<file path="src/rtl/i2c_len_pkg.sv">
package i2c_len_pkg;
  typedef enum logic [1:0] {
    END_NONE   = 2'd0,
    END_RELOAD = 2'd1,
    END_STOP   = 2'd2,
    END_DONE   = 2'd3
  } seg_end_e;

  // Reload wins over automatic end; automatic end wins over completion.
  function automatic seg_end_e pick_end(input logic hit, input logic reload,
                                        input logic auto_stop);
    if (!hit)        return END_NONE;
    else if (reload) return END_RELOAD;
    else if (auto_stop) return END_STOP;
    else             return END_DONE;
  endfunction

  function automatic logic ends_transfer(input seg_end_e e);
    return (e == END_STOP) || (e == END_DONE);
  endfunction
endpackage

</file>
<file path="src/rtl/i2c_len_counter.sv">
module i2c_len_counter
  import i2c_len_pkg::*;
#(
  parameter int LEN_W = 8
) (
  input  logic             clk,
  input  logic             rst_n,
  input  logic             enable,
  input  logic             ctrl_en,
  input  logic             addr_done,
  input  logic             len_accept,
  input  logic [LEN_W-1:0] len_val,
  input  logic             byte_done,
  input  logic             pend,
  input  seg_end_e         end_act,
  output logic             active,
  output logic [LEN_W-1:0] remain,
  output logic             seg_hit
);
  localparam logic [LEN_W-1:0] ONE  = LEN_W'(1);
  localparam logic [LEN_W-1:0] ZERO = '0;

  logic [LEN_W-1:0] len_q;
  logic             count_on;

  assign count_on = active && ctrl_en && !pend;
  assign seg_hit  = enable && count_on &&
                    ((byte_done && remain == ONE) || remain == ZERO);

  always_ff @(posedge clk or negedge rst_n) begin
    if (!rst_n) begin
      len_q  <= '0;
      active <= 1'b0;
      remain <= '0;
    end else begin
      if (len_accept) len_q <= len_val;
      if (!enable) begin
        active <= 1'b0;
        remain <= '0;
      end else if (addr_done) begin
        active <= 1'b1;
        remain <= len_q;
      end else if (len_accept && pend) begin
        remain <= len_val;
      end else begin
        if (count_on && byte_done && remain != ZERO) remain <= remain - ONE;
        if (ends_transfer(end_act)) active <= 1'b0;
      end
    end
  end
endmodule

</file>
<file path="src/rtl/i2c_len_flags.sv">
module i2c_len_flags
  import i2c_len_pkg::*;
(
  input  logic     clk,
  input  logic     rst_n,
  input  logic     enable,
  input  logic     start_set,
  input  logic     stop_set,
  input  logic     addr_done,
  input  logic     arb_lost,
  input  logic     timeout_err,
  input  logic     stop_det,
  input  logic     len_accept,
  input  seg_end_e end_act,
  output logic     start_req,
  output logic     stop_req,
  output logic     xfer_done,
  output logic     reload_pend
);
  always_ff @(posedge clk or negedge rst_n) begin
    if (!rst_n) begin
      start_req   <= 1'b0;
      stop_req    <= 1'b0;
      xfer_done   <= 1'b0;
      reload_pend <= 1'b0;
    end else begin
      if (!enable || addr_done || arb_lost || timeout_err) start_req <= 1'b0;
      else if (start_set)                                   start_req <= 1'b1;

      if (!enable || stop_det)                     stop_req <= 1'b0;
      else if (stop_set || end_act == END_STOP)    stop_req <= 1'b1;

      if (!enable || start_set)      xfer_done <= 1'b0;
      else if (end_act == END_DONE)  xfer_done <= 1'b1;

      if (!enable)                     reload_pend <= 1'b0;
      else if (end_act == END_RELOAD)  reload_pend <= 1'b1;
      else if (len_accept)             reload_pend <= 1'b0;
    end
  end
endmodule

</file>
<file path="src/rtl/i2c_xfer_len_seq.sv">
module i2c_xfer_len_seq
  import i2c_len_pkg::*;
#(
  parameter int LEN_W = 8
) (
  input  logic             clk,
  input  logic             rst_n,
  input  logic             enable,
  input  logic             cnt_ctrl_en,
  input  logic             reload_mode,
  input  logic             auto_end,
  input  logic             pec_req,
  input  logic             len_wr,
  input  logic [LEN_W-1:0] len_val,
  input  logic             start_set,
  input  logic             stop_set,
  input  logic             addr_done,
  input  logic             arb_lost,
  input  logic             timeout_err,
  input  logic             stop_det,
  input  logic             byte_done,
  output logic             start_req,
  output logic             stop_req,
  output logic             xfer_done,
  output logic             reload_pend,
  output logic             pec_send,
  output logic [LEN_W-1:0] bytes_left
);
  logic     len_accept;
  logic     seg_end;
  logic     active;
  seg_end_e end_act;

  assign len_accept = len_wr && !start_req;
  assign end_act    = pick_end(seg_end, reload_mode, auto_end);

  i2c_len_counter #(.LEN_W(LEN_W)) u_cnt (
    .clk(clk), .rst_n(rst_n), .enable(enable), .ctrl_en(cnt_ctrl_en),
    .addr_done(addr_done), .len_accept(len_accept), .len_val(len_val),
    .byte_done(byte_done), .pend(reload_pend), .end_act(end_act),
    .active(active), .remain(bytes_left), .seg_hit(seg_end)
  );

  i2c_len_flags u_flags (
    .clk(clk), .rst_n(rst_n), .enable(enable), .start_set(start_set),
    .stop_set(stop_set), .addr_done(addr_done), .arb_lost(arb_lost),
    .timeout_err(timeout_err), .stop_det(stop_det), .len_accept(len_accept),
    .end_act(end_act), .start_req(start_req), .stop_req(stop_req),
    .xfer_done(xfer_done), .reload_pend(reload_pend)
  );

  assign pec_send = active && cnt_ctrl_en && !reload_pend && pec_req &&
                    !reload_mode && (bytes_left == LEN_W'(1));
endmodule

</file>
<file path="config.mk">
export PLATFORM = sky130hd
export DESIGN_NAME = i2c_xfer_len_seq
export DESIGN_NICKNAME = d
export VERILOG_FILES = /design/src/rtl/i2c_len_pkg.sv /design/src/rtl/i2c_len_counter.sv /design/src/rtl/i2c_len_flags.sv /design/src/rtl/i2c_xfer_len_seq.sv
export SDC_FILE = /design/constraint.sdc
export NUM_CORES = 1
export LEC_CHECK = 0
export ABC_AREA = 1
export BUFFER_PORTS_ARGS = -buffer_cell sky130_fd_sc_hd__buf_2
export CORE_ASPECT_RATIO = 1.2
export CORE_MARGIN = 5
export CORE_UTILIZATION = 46
export CTS_CLUSTER_SIZE = 20
export DETAILED_ROUTE_END_ITERATION = 7
export PLACE_DENSITY = 0.72
export SYNTH_ARGS = -nofsm -noshare
export SYNTH_HDL_FRONTEND = slang
export SYNTH_SLANG_ARGS = --single-unit
export TNS_END_PERCENT = 1
</file>
<file path="constraint.sdc">
create_clock -name clk -period 3.39 [get_ports clk]
set_input_delay 0.339 -clock clk [delete_from_list [all_inputs] [get_ports clk]]
set_output_delay 0.339 -clock clk [all_outputs]
set_load 0.02 [all_outputs]
</file>
# Yosys cells after proc, flatten, opt, wreduce, memory -nomap -nowiden
# Cells that the tools add are included.
# Widths: inputs -> output; s select.
[op_classes] addsub=1 eq_ne=8 n_mux=20 n_reduce_logical=30
[op_table] operator="$mux 8" count=4
[op_table] operator="$mux 1" count=14
[op_table] operator="$logic_and 1x1->1" count=12
[op_table] operator="$eq 8x1->1 const B" count=1
[op_table] operator="$logic_not 8->1" count=1
[op_table] operator="$logic_or 1x1->1" count=8
[op_table] operator="$reduce_bool 8->1" count=1
[op_table] operator="$sub 8x1->8 const B" count=1
[op_table] operator="$ne 3x1->1 const B" count=2
[op_table] operator="$reduce_bool 2->1" count=3
[op_table] operator="$eq 2x2->1 const B" count=2
[op_table] operator="$logic_not 1->1" count=4
[op_table] operator="$mux 2" count=2
[op_table] operator="$ne 4x1->1 const B" count=1
[op_table] operator="$ne 3x3->1 const B" count=1
[op_table] operator="$eq 2x1->1 const B" count=1
[op_table] operator="$reduce_and 2->1" count=1
[totals] elab_cells=66 regBits=21 out_inout_bits=13 inputBits=23

# Logic depth before layout (Yosys ltp)
# Gate-level depths: netlist of run 1.
[logic_depth] word_depth=11 depth_mapped=10 mapped_depth_nobuf=9

# Modules after synthesis
# Synthesis of run 1 repeated with hierarchy kept, for this count alone.
[hier_totals] cells_unflattened=199 area_unflattened_um2=1380.1
[modules_own_cells] module="i2c_len_counter" cells_each=148 instances=1 area_each_um2=1094.8
[modules_own_cells] module="i2c_len_flags" cells_each=26 instances=1 area_each_um2=188.9
[modules_own_cells] module="i2c_xfer_len_seq" cells_each=25 instances=1 area_each_um2=96.3

# Worst setup path before layout of run 1
# Ideal clock, no wire load.
[synth_path] kind="reg-to-output" start="register u_cnt.remain[1]" end="output pec_send" required_ns=3.051 arrival_ns=1.527 path_stages_with_launch=5 slack_ns=1.524 cell_sequence="dfrtp_1 -> inv_1 -> ha_1 -> inv_1 -> nor4_1"
[synth_between] elab_chain_cells=2
[synth_lines] element="start, declared" line="i2c_len_counter.sv:17" text="output logic [LEN_W-1:0] remain,"
[synth_lines] element="start signal, assigned" line="i2c_len_counter.sv:42" text="remain <= len_q;"
[synth_lines] element="start signal, assigned" line="i2c_len_counter.sv:44" text="remain <= len_val;"
[synth_lines] element="start signal, assigned" line="i2c_len_counter.sv:46" text="if (count_on && byte_done && remain != ZERO) remain <= remain - ONE;"
[synth_lines] element="$eq 8x1->1" line="i2c_xfer_len_seq.sv:53" text="!reload_mode && (bytes_left == LEN_W'(1));"
[synth_lines] element="$logic_and 1x1->1" line="i2c_xfer_len_seq.sv:53"
[synth_lines] element="end, declared" line="i2c_xfer_len_seq.sv:26" text="output logic pec_send,"
# Every way passes these cells.

# Final worst setup path of run 1
# Ends and elaborated chain as after synthesis.

==> results of run 1 <==
kinds of logic (layout without fill, tap and decap cells):
family / after synthesis / after routing / synth area share (%)
and+or+nand+nor: 96 / 96 / 32.8
xor gates and xnor gates: 2 / 2 / 1.30
buffers and inverters: 33 / 71 / 10.1
adders and majority gates: 3 / 3 / 2.78
AOI/OAI and AO/OA: 34 / 34 / 14.2
DFF: 21 / 21 / 38.9
stage by stage:
stage / setup slack, ps / hold WS, ps / std cells / utilization, % / power, mW
4_1_cts: 1470 / 186 / 261 / 56.4 / 0.649
3_5_place_dp: 1820 / 330 / 256 / 55.1 / 0.524
6_report: 1490 / 183 / 261 / 56.4 / 0.641
3_3_place_gp: 1840 / 330 / 256 / 55.1 / 0.522
5_1_grt: 1370 / 173 / 261 / 56.4 / 0.697
2_1_floorplan: 1520 / 43.4 / 189 / - / 0.459
layer usage:
layer  GRT usage, %  vias up
met5              0        -
met4           5.04        0
met2           25.2       20
li1               -      676
met1           22.5      548
met3           1.86        4
power breakdown:
group	switching, mW	internal (mW)	leakage, nW
clock network	0.0772	0.0458	0.0150
logic	0.138	0.0778	0.594
registers	0.0260	0.276	0.268
total	0.242	0.399	0.877
registers in the layout (all words and copies together), names as in the netlist:
signal and flops:
u_cnt.len_q 8, u_cnt.remain 8, u_cnt.active 1, u_flags.reload_pend 1
u_flags.start_req 1, u_flags.stop_req 1, u_flags.xfer_done 1
worst max-delay path by stage:
stage / cells after the start / slack [ps] / to / startpoint
finish: 5 / 1490 / pec_send / u_cnt.remain[1]
global route: 5 / 1370 / pec_send / u_cnt.remain[1]
CTS: 5 / 1470 / pec_send / u_cnt.remain[1]
detailed placement: 5 / 1820 / pec_send / u_cnt.remain[1]
global placement: 5 / 1840 / pec_send / u_cnt.remain[1]
floorplan: 4 / 1520 / pec_send / u_cnt.remain[1]
area by class of cell:
type | instances | area (sq um)
multi-input combinational | 135 | 689
timing repair buffer | 36 | 185
clock buffer | 4 | 26.3
sequential | 21 | 526
inverter | 31 | 116
tap | 34 | 42.5
fill | 287 | 1230
worst max-delay path: stages (launching register included):
cell,delay (ps)
dfrtp_1,410
inv_1,150
ha_1,170
inv_1,50
nor4_1,270
buf_2,210
synthesized netlist by cell type (all sizes together):
| cell | count |
|---|---|
| xor2 | 2 |
| or2 | 1 |
| nand3 | 13 |
| a21oi | 17 |
| nand4 | 3 |
| dfrtp | 21 |
| inv | 31 |
| ha | 3 |
| o21ai | 15 |
| nor2 | 22 |
| buf | 2 |
| o211ai | 1 |
| a2111oi | 1 |
| nor3 | 1 |
| nand2 | 55 |
| nor4 | 1 |
repair_timing:
| action | CTS | global route |
|---|---|---|
| hold endpoints to repair | 21 | 0 |
| setup buffers | 0 | 0 |
| hold buffers | 1 | 0 |
| resized for setup | 0 | 0 |
==> summary.md, run 1 <==
| Metric | Value |
|---|---|
| Status | finished, final reports clean |
| WHS Endpoint | u_flags.start_req |
| H-tree Lvls | 1 |
| Setup violators final | 0 |
| CTS root buf | clkbuf_4 |
| Antenna-violating nets left | 0 |
| Sequential-to-total area share from yosys stat | 38.9% |
| Tcrit/Tclk final | 56.0% |
| Share of layout cells above drive strength 1 | 25.6% |
| DR WL/cell | 11.4 um |
| HP Class | input port to flop |
| Area delta synth->final | 17.3% |
| Pre-antenna DRT Iters | 4 |
| Post-synthesis cell type count | 26 |
| CTS tree | done |
| Largest net degree at the start of global routing | 22 |
| Most common cell after layout, fill and taps aside | nand2_1 |
| Gate count of the mapped netlist | 189 |
| Die width | 59.5 um |
| CP Launch Type | flop |
| Least-Margin Pin Slew | 481 ps |
| IO Pins | 36 |
| Core area | 0.00281 sq mm |
| Vias in the first global route | 1256 |
| GRT overflow | 0 |
| DR iter-0 viols | 46 |
| Routed Wire Length | 2.99 mm |
| Critical path fanouts, max | 5 |
| Area leader, netlist | dfrtp_1 |
| Final Max Tran Viols | 0 |
| Syn_nets | 215 |
| IO Port Bufs | 35 |
| CP arrival | 1560 ps |
| FP Rows | 21 |
| Top cells by area, synth | dfrtp_1 (39%), nand2_1 (14%), inv_1 (7.5%) |
| Post-route cell area | 0.00159 sq mm |
| DR vias/cell | 4.78 |
| Met3 wire length | 105 um |
| Most frequent cells in the layout | nand2_1 (51), buf_2 (35), inv_1 (27) |
| Reg2reg start | u_cnt.remain[0] |
| Power density over the cells | 404 mW/mm^2 |
| Layout Skew | 6.15 ps |
| Die Area | 0.00413 sq mm |
| TritonCTS buffer count | 3 |
| Mapped Area | 0.00135 sq mm |
| WL met1 | 1.40 mm |
| Final nets | 254 |
| R2R setup slack | 1820 ps |
| Worst skew pair latency | 300 ps |
| Highest routed metal layer | met4 |
| DR vias | 1248 |
| VDD IR max | 245 uV |
| Reg clk slew, reported paths | 120 ps |
| Critical Path End Type | output pin |
| Dpl hpwl | 2.39 mm |
| Worst reg2reg path depth | 9 |
| Die Y | 69.4 um |
| Setup TNS Final | 0 ps |
| Initial Utilization | 48.1% |
| Clock Sinks | 21 |
| Clock period minus worst slack | 1900 ps |
| Slew margin rel. | 68.0% |
| RSZ-0062 raised after global routing | no |
| Worst hold stages | 2 |
| Initial antenna violation count | 0 |
| Reg2reg end | u_cnt.remain[7] |
| Yosys warns | 0 |
| Post-synth top area share | 38.9% |
| Worst EP required | 3050 ps |
| Clock Tree Buf Depth | 2 |
| Post-Syn Area per Cell | 7.15 sq um |
| Hold Path Origin | arb_lost |
| F_max | 527 MHz |
| Max_cap viols | 0 |
| Final Hold Vio Count | 0 |
| WS Path Type | flop to output pin |
| P_leak | 0.877 nW |
| GR Util All Layers | 16.0% |
| Metal2 WL | 1.46 mm |
| DRC violations left | 0 |
| Area post-placement | 0.00155 sq mm |
| Routability cong. | 0.770 |
| First-pass GRT wire length | 5.31 mm |
| Antenna diode count | 0 |
| Seq cells post-synth | 21 |
Power figures use the tool's default switching activity.
==> run 2: changes to the inputs <==
==> constraint.sdc (replaced) <==
create_clock -name clk -period 1.9 [get_ports clk]
set_input_delay 0.19 -clock clk [delete_from_list [all_inputs] [get_ports clk]]
set_output_delay 0.19 -clock clk [all_outputs]
set_load 0.02 [all_outputs]
==> summary.md, run 2 (same netlist as run 1, synthesis figures left out) <==
| Metric | Value |
|---|---|
| Largest regs | u_cnt.len_q (8), u_cnt.remain (8) |
| Worst EP required | 1710 ps (-1340 ps) |
| Power density over the cells | 725 mW/mm^2 (+79%) |
| CTS tree | done |
| Largest net degree at the start of global routing | 22 (unchanged) |
| Comb power frac | 33.8% (about the same) |
| CP arrival | 1580 ps (+20 ps) |
| Area delta synth->final | 17.9% |
| Final setup margin | 129 ps (-1360 ps) |
| Critical Path End Type | output pin |
| Most frequent CP cell | inv_1 |
| VDD IR max | 489 uV (+99%) |
| Max stage delay cell, worst path | dfrtp_1 |
| Clock share of power | 19.5% (+0.3 points) |
| Pre-CTS setup slack | 404 ps (-1420 ps) |
| Most frequent cells in the layout | nand2_1 (51), buf_2 (35), inv_1 (27) |
| Die Area | 0.00413 sq mm (unchanged) |
| R2R setup slack | 380 ps (-1440 ps) |
| Fin util | 56.7% (+0.27 points) |
| TritonCTS buffer count | 3 (unchanged) |
| H-tree Lvls | 1 (unchanged) |
| Postcts setup bufs | 0 (unchanged) |
| Antenna-violating nets left | 0 (unchanged) |
| Dpl hpwl | 2.48 mm (+3.9%) |
| DR vias/cell | 4.92 (+2.9%) |
| Post-CTS Hold Buffers | 1 (unchanged) |
| Resized cells post-CTS | 0 (unchanged) |
| Max_cap viols | 0 (unchanged) |
| Least-Margin Pin Slew | 477 ps (-3.54 ps) |
| DR WL/cell | 11.8 um (+3.6%) |
| P_leak | 0.882 nW (+0.55%) |
| F_max | 565 MHz |
| Core area | 0.00281 sq mm (unchanged) |
| Initial antenna violation count | 0 (unchanged) |
| Crit path capture | pec_send |
| CP Launch Type | flop |
| Slew margin rel. | 68.2% (+0.24 points) |
| Seq pwr share | 46.7% (-0.4 points) |
| Setup violators final | 0 (unchanged) |
| Final nets | 255 (+0.39%) |
| Clock Tree Buf Depth | 2 (unchanged) |
| FP Rows | 21 (unchanged) |
| Clock Sinks | 21 (unchanged) |
| Net switching fraction of the power | 38.2% (+0.48 points) |
| Most common cell after layout, fill and taps aside | nand2_1 |
| IO Pins | 36 (unchanged) |
| GR Util All Layers | 16.5% (+0.49 points) |
| Die Y | 69.4 um (unchanged) |
| Final Max Tran Viols | 0 (unchanged) |
| Pre-antenna DRT Iters | 4 (unchanged) |
| Setup TNS Final | 0 ps (unchanged) |
| RSZ-0062 raised after global routing | no |
| Share of layout cells above drive strength 1 | 25.9% (+0.33 points) |
| Die width | 59.5 um (unchanged) |
| Worst reg2reg path depth | 9 (unchanged) |
| Reg clk slew, reported paths | 120 ps (about the same) |
| Internal power | 0.714 mW (+79%) |
| Critical path fanouts, max | 5 (unchanged) |
| Routability cong. | 0.856 (+11%) |
| Layout Skew | 7.44 ps (+1.29 ps) |
| Final Hold Vio Count | 0 (unchanged) |
| Total power | 1.16 mW (+80%) |
| DR vias | 1289 (+3.3%) |
| Crit-path cells | inv_1, ha_1, inv_1, nor4_1, buf_2 |
| Worst setup path start | u_cnt.remain[1] |
| WS Path Type | flop to output pin |
| Vias in the first global route | 1261 (+0.40%) |
| Max incr delay on CP | 410 ps (about the same) |
| DRC violations left | 0 (unchanged) |
| First-pass GRT wire length | 5.38 mm (+1.3%) |
| Reg2reg start | u_cnt.remain[0] |
| HP Class | input port to flop |
| Initial Utilization | 48.1% (unchanged) |
| CTS root buf | clkbuf_4 |
| Status | finished, final reports clean |
| Net Sw Power | 0.441 mW (+83%) |
| Worst hold margin | 36.3 ps (-147 ps) |
| Routed Wire Length | 3.10 mm (+4.0%) |
| Worst skew pair latency | 310 ps (about the same) |
| Clock period minus worst slack | 1770 ps |
| GRT overflow | 0 (unchanged) |
| Antenna diode count | 0 (unchanged) |
| Tcrit/Tclk final | 93.2% |
| DR iter-0 viols | 56 (+22%) |
| IO Port Bufs | 35 (unchanged) |
| Reg2reg end | u_cnt.remain[4] |
run 2: routing by layer:
layer | vias up | wire length (um) | global-route usage [%]
met1 | 583 | 1410 | 21.9
met4 | 0 | 59 | 5.79
met5 | - | 0 | 0
met3 | 7 | 131 | 2.42
li1 | 676 | - | -
met2 | 23 | 1510 | 26.6
run 2: area by class of cell:
class	count	area [sq um]
clock buffers	4	26.3
inverters	31	116
repair buffers	37	193
fillers	279	1220
multi-input cells	135	689
well taps	34	42.5
flip-flops and latches	21	526
run 2: critical path, delay by kind of cell, from the launching register on:
family / cells / cell delay [ps]
AND/OR/NAND/NOR: 1 / 260
flip-flops: 1 / 410
adder cells (fa/ha/maj): 1 / 190
buffers and inverters: 3 / 420
run 2: worst min-delay path by stage:
stage / slack, ps / cells past startpoint / startpoint / end
after global placement: 180 / 1 / rst_n / u_flags.stop_req
after CTS: 30 / 2 / arb_lost / u_flags.start_req
final: 40 / 2 / arb_lost / u_flags.start_req
after detailed placement: 180 / 1 / rst_n / u_flags.xfer_done
after global routing: 30 / 2 / arb_lost / u_flags.start_req
after floorplan: -110 / 0 / rst_n / u_cnt.active
run 2: metrics by stage:
| stage | std cells | cell area (sq um) |
|---|---|---|
| detailed placement | 257 | 1560 |
| global route | 262 | 1590 |
| global placement | 257 | 1560 |
| floorplan | 189 | 1350 |
| CTS | 262 | 1590 |
| finish | 262 | 1590 |
run 2: power by group through the flow:
stage	registers (mW)	clock network, mW	logic [mW]
finish	0.539	0.226	0.391
global route	0.549	0.249	0.451
CTS	0.540	0.232	0.394
detailed placement	0.548	0	0.391
global placement	0.548	0	0.389
floorplan	0.574	0	0.246
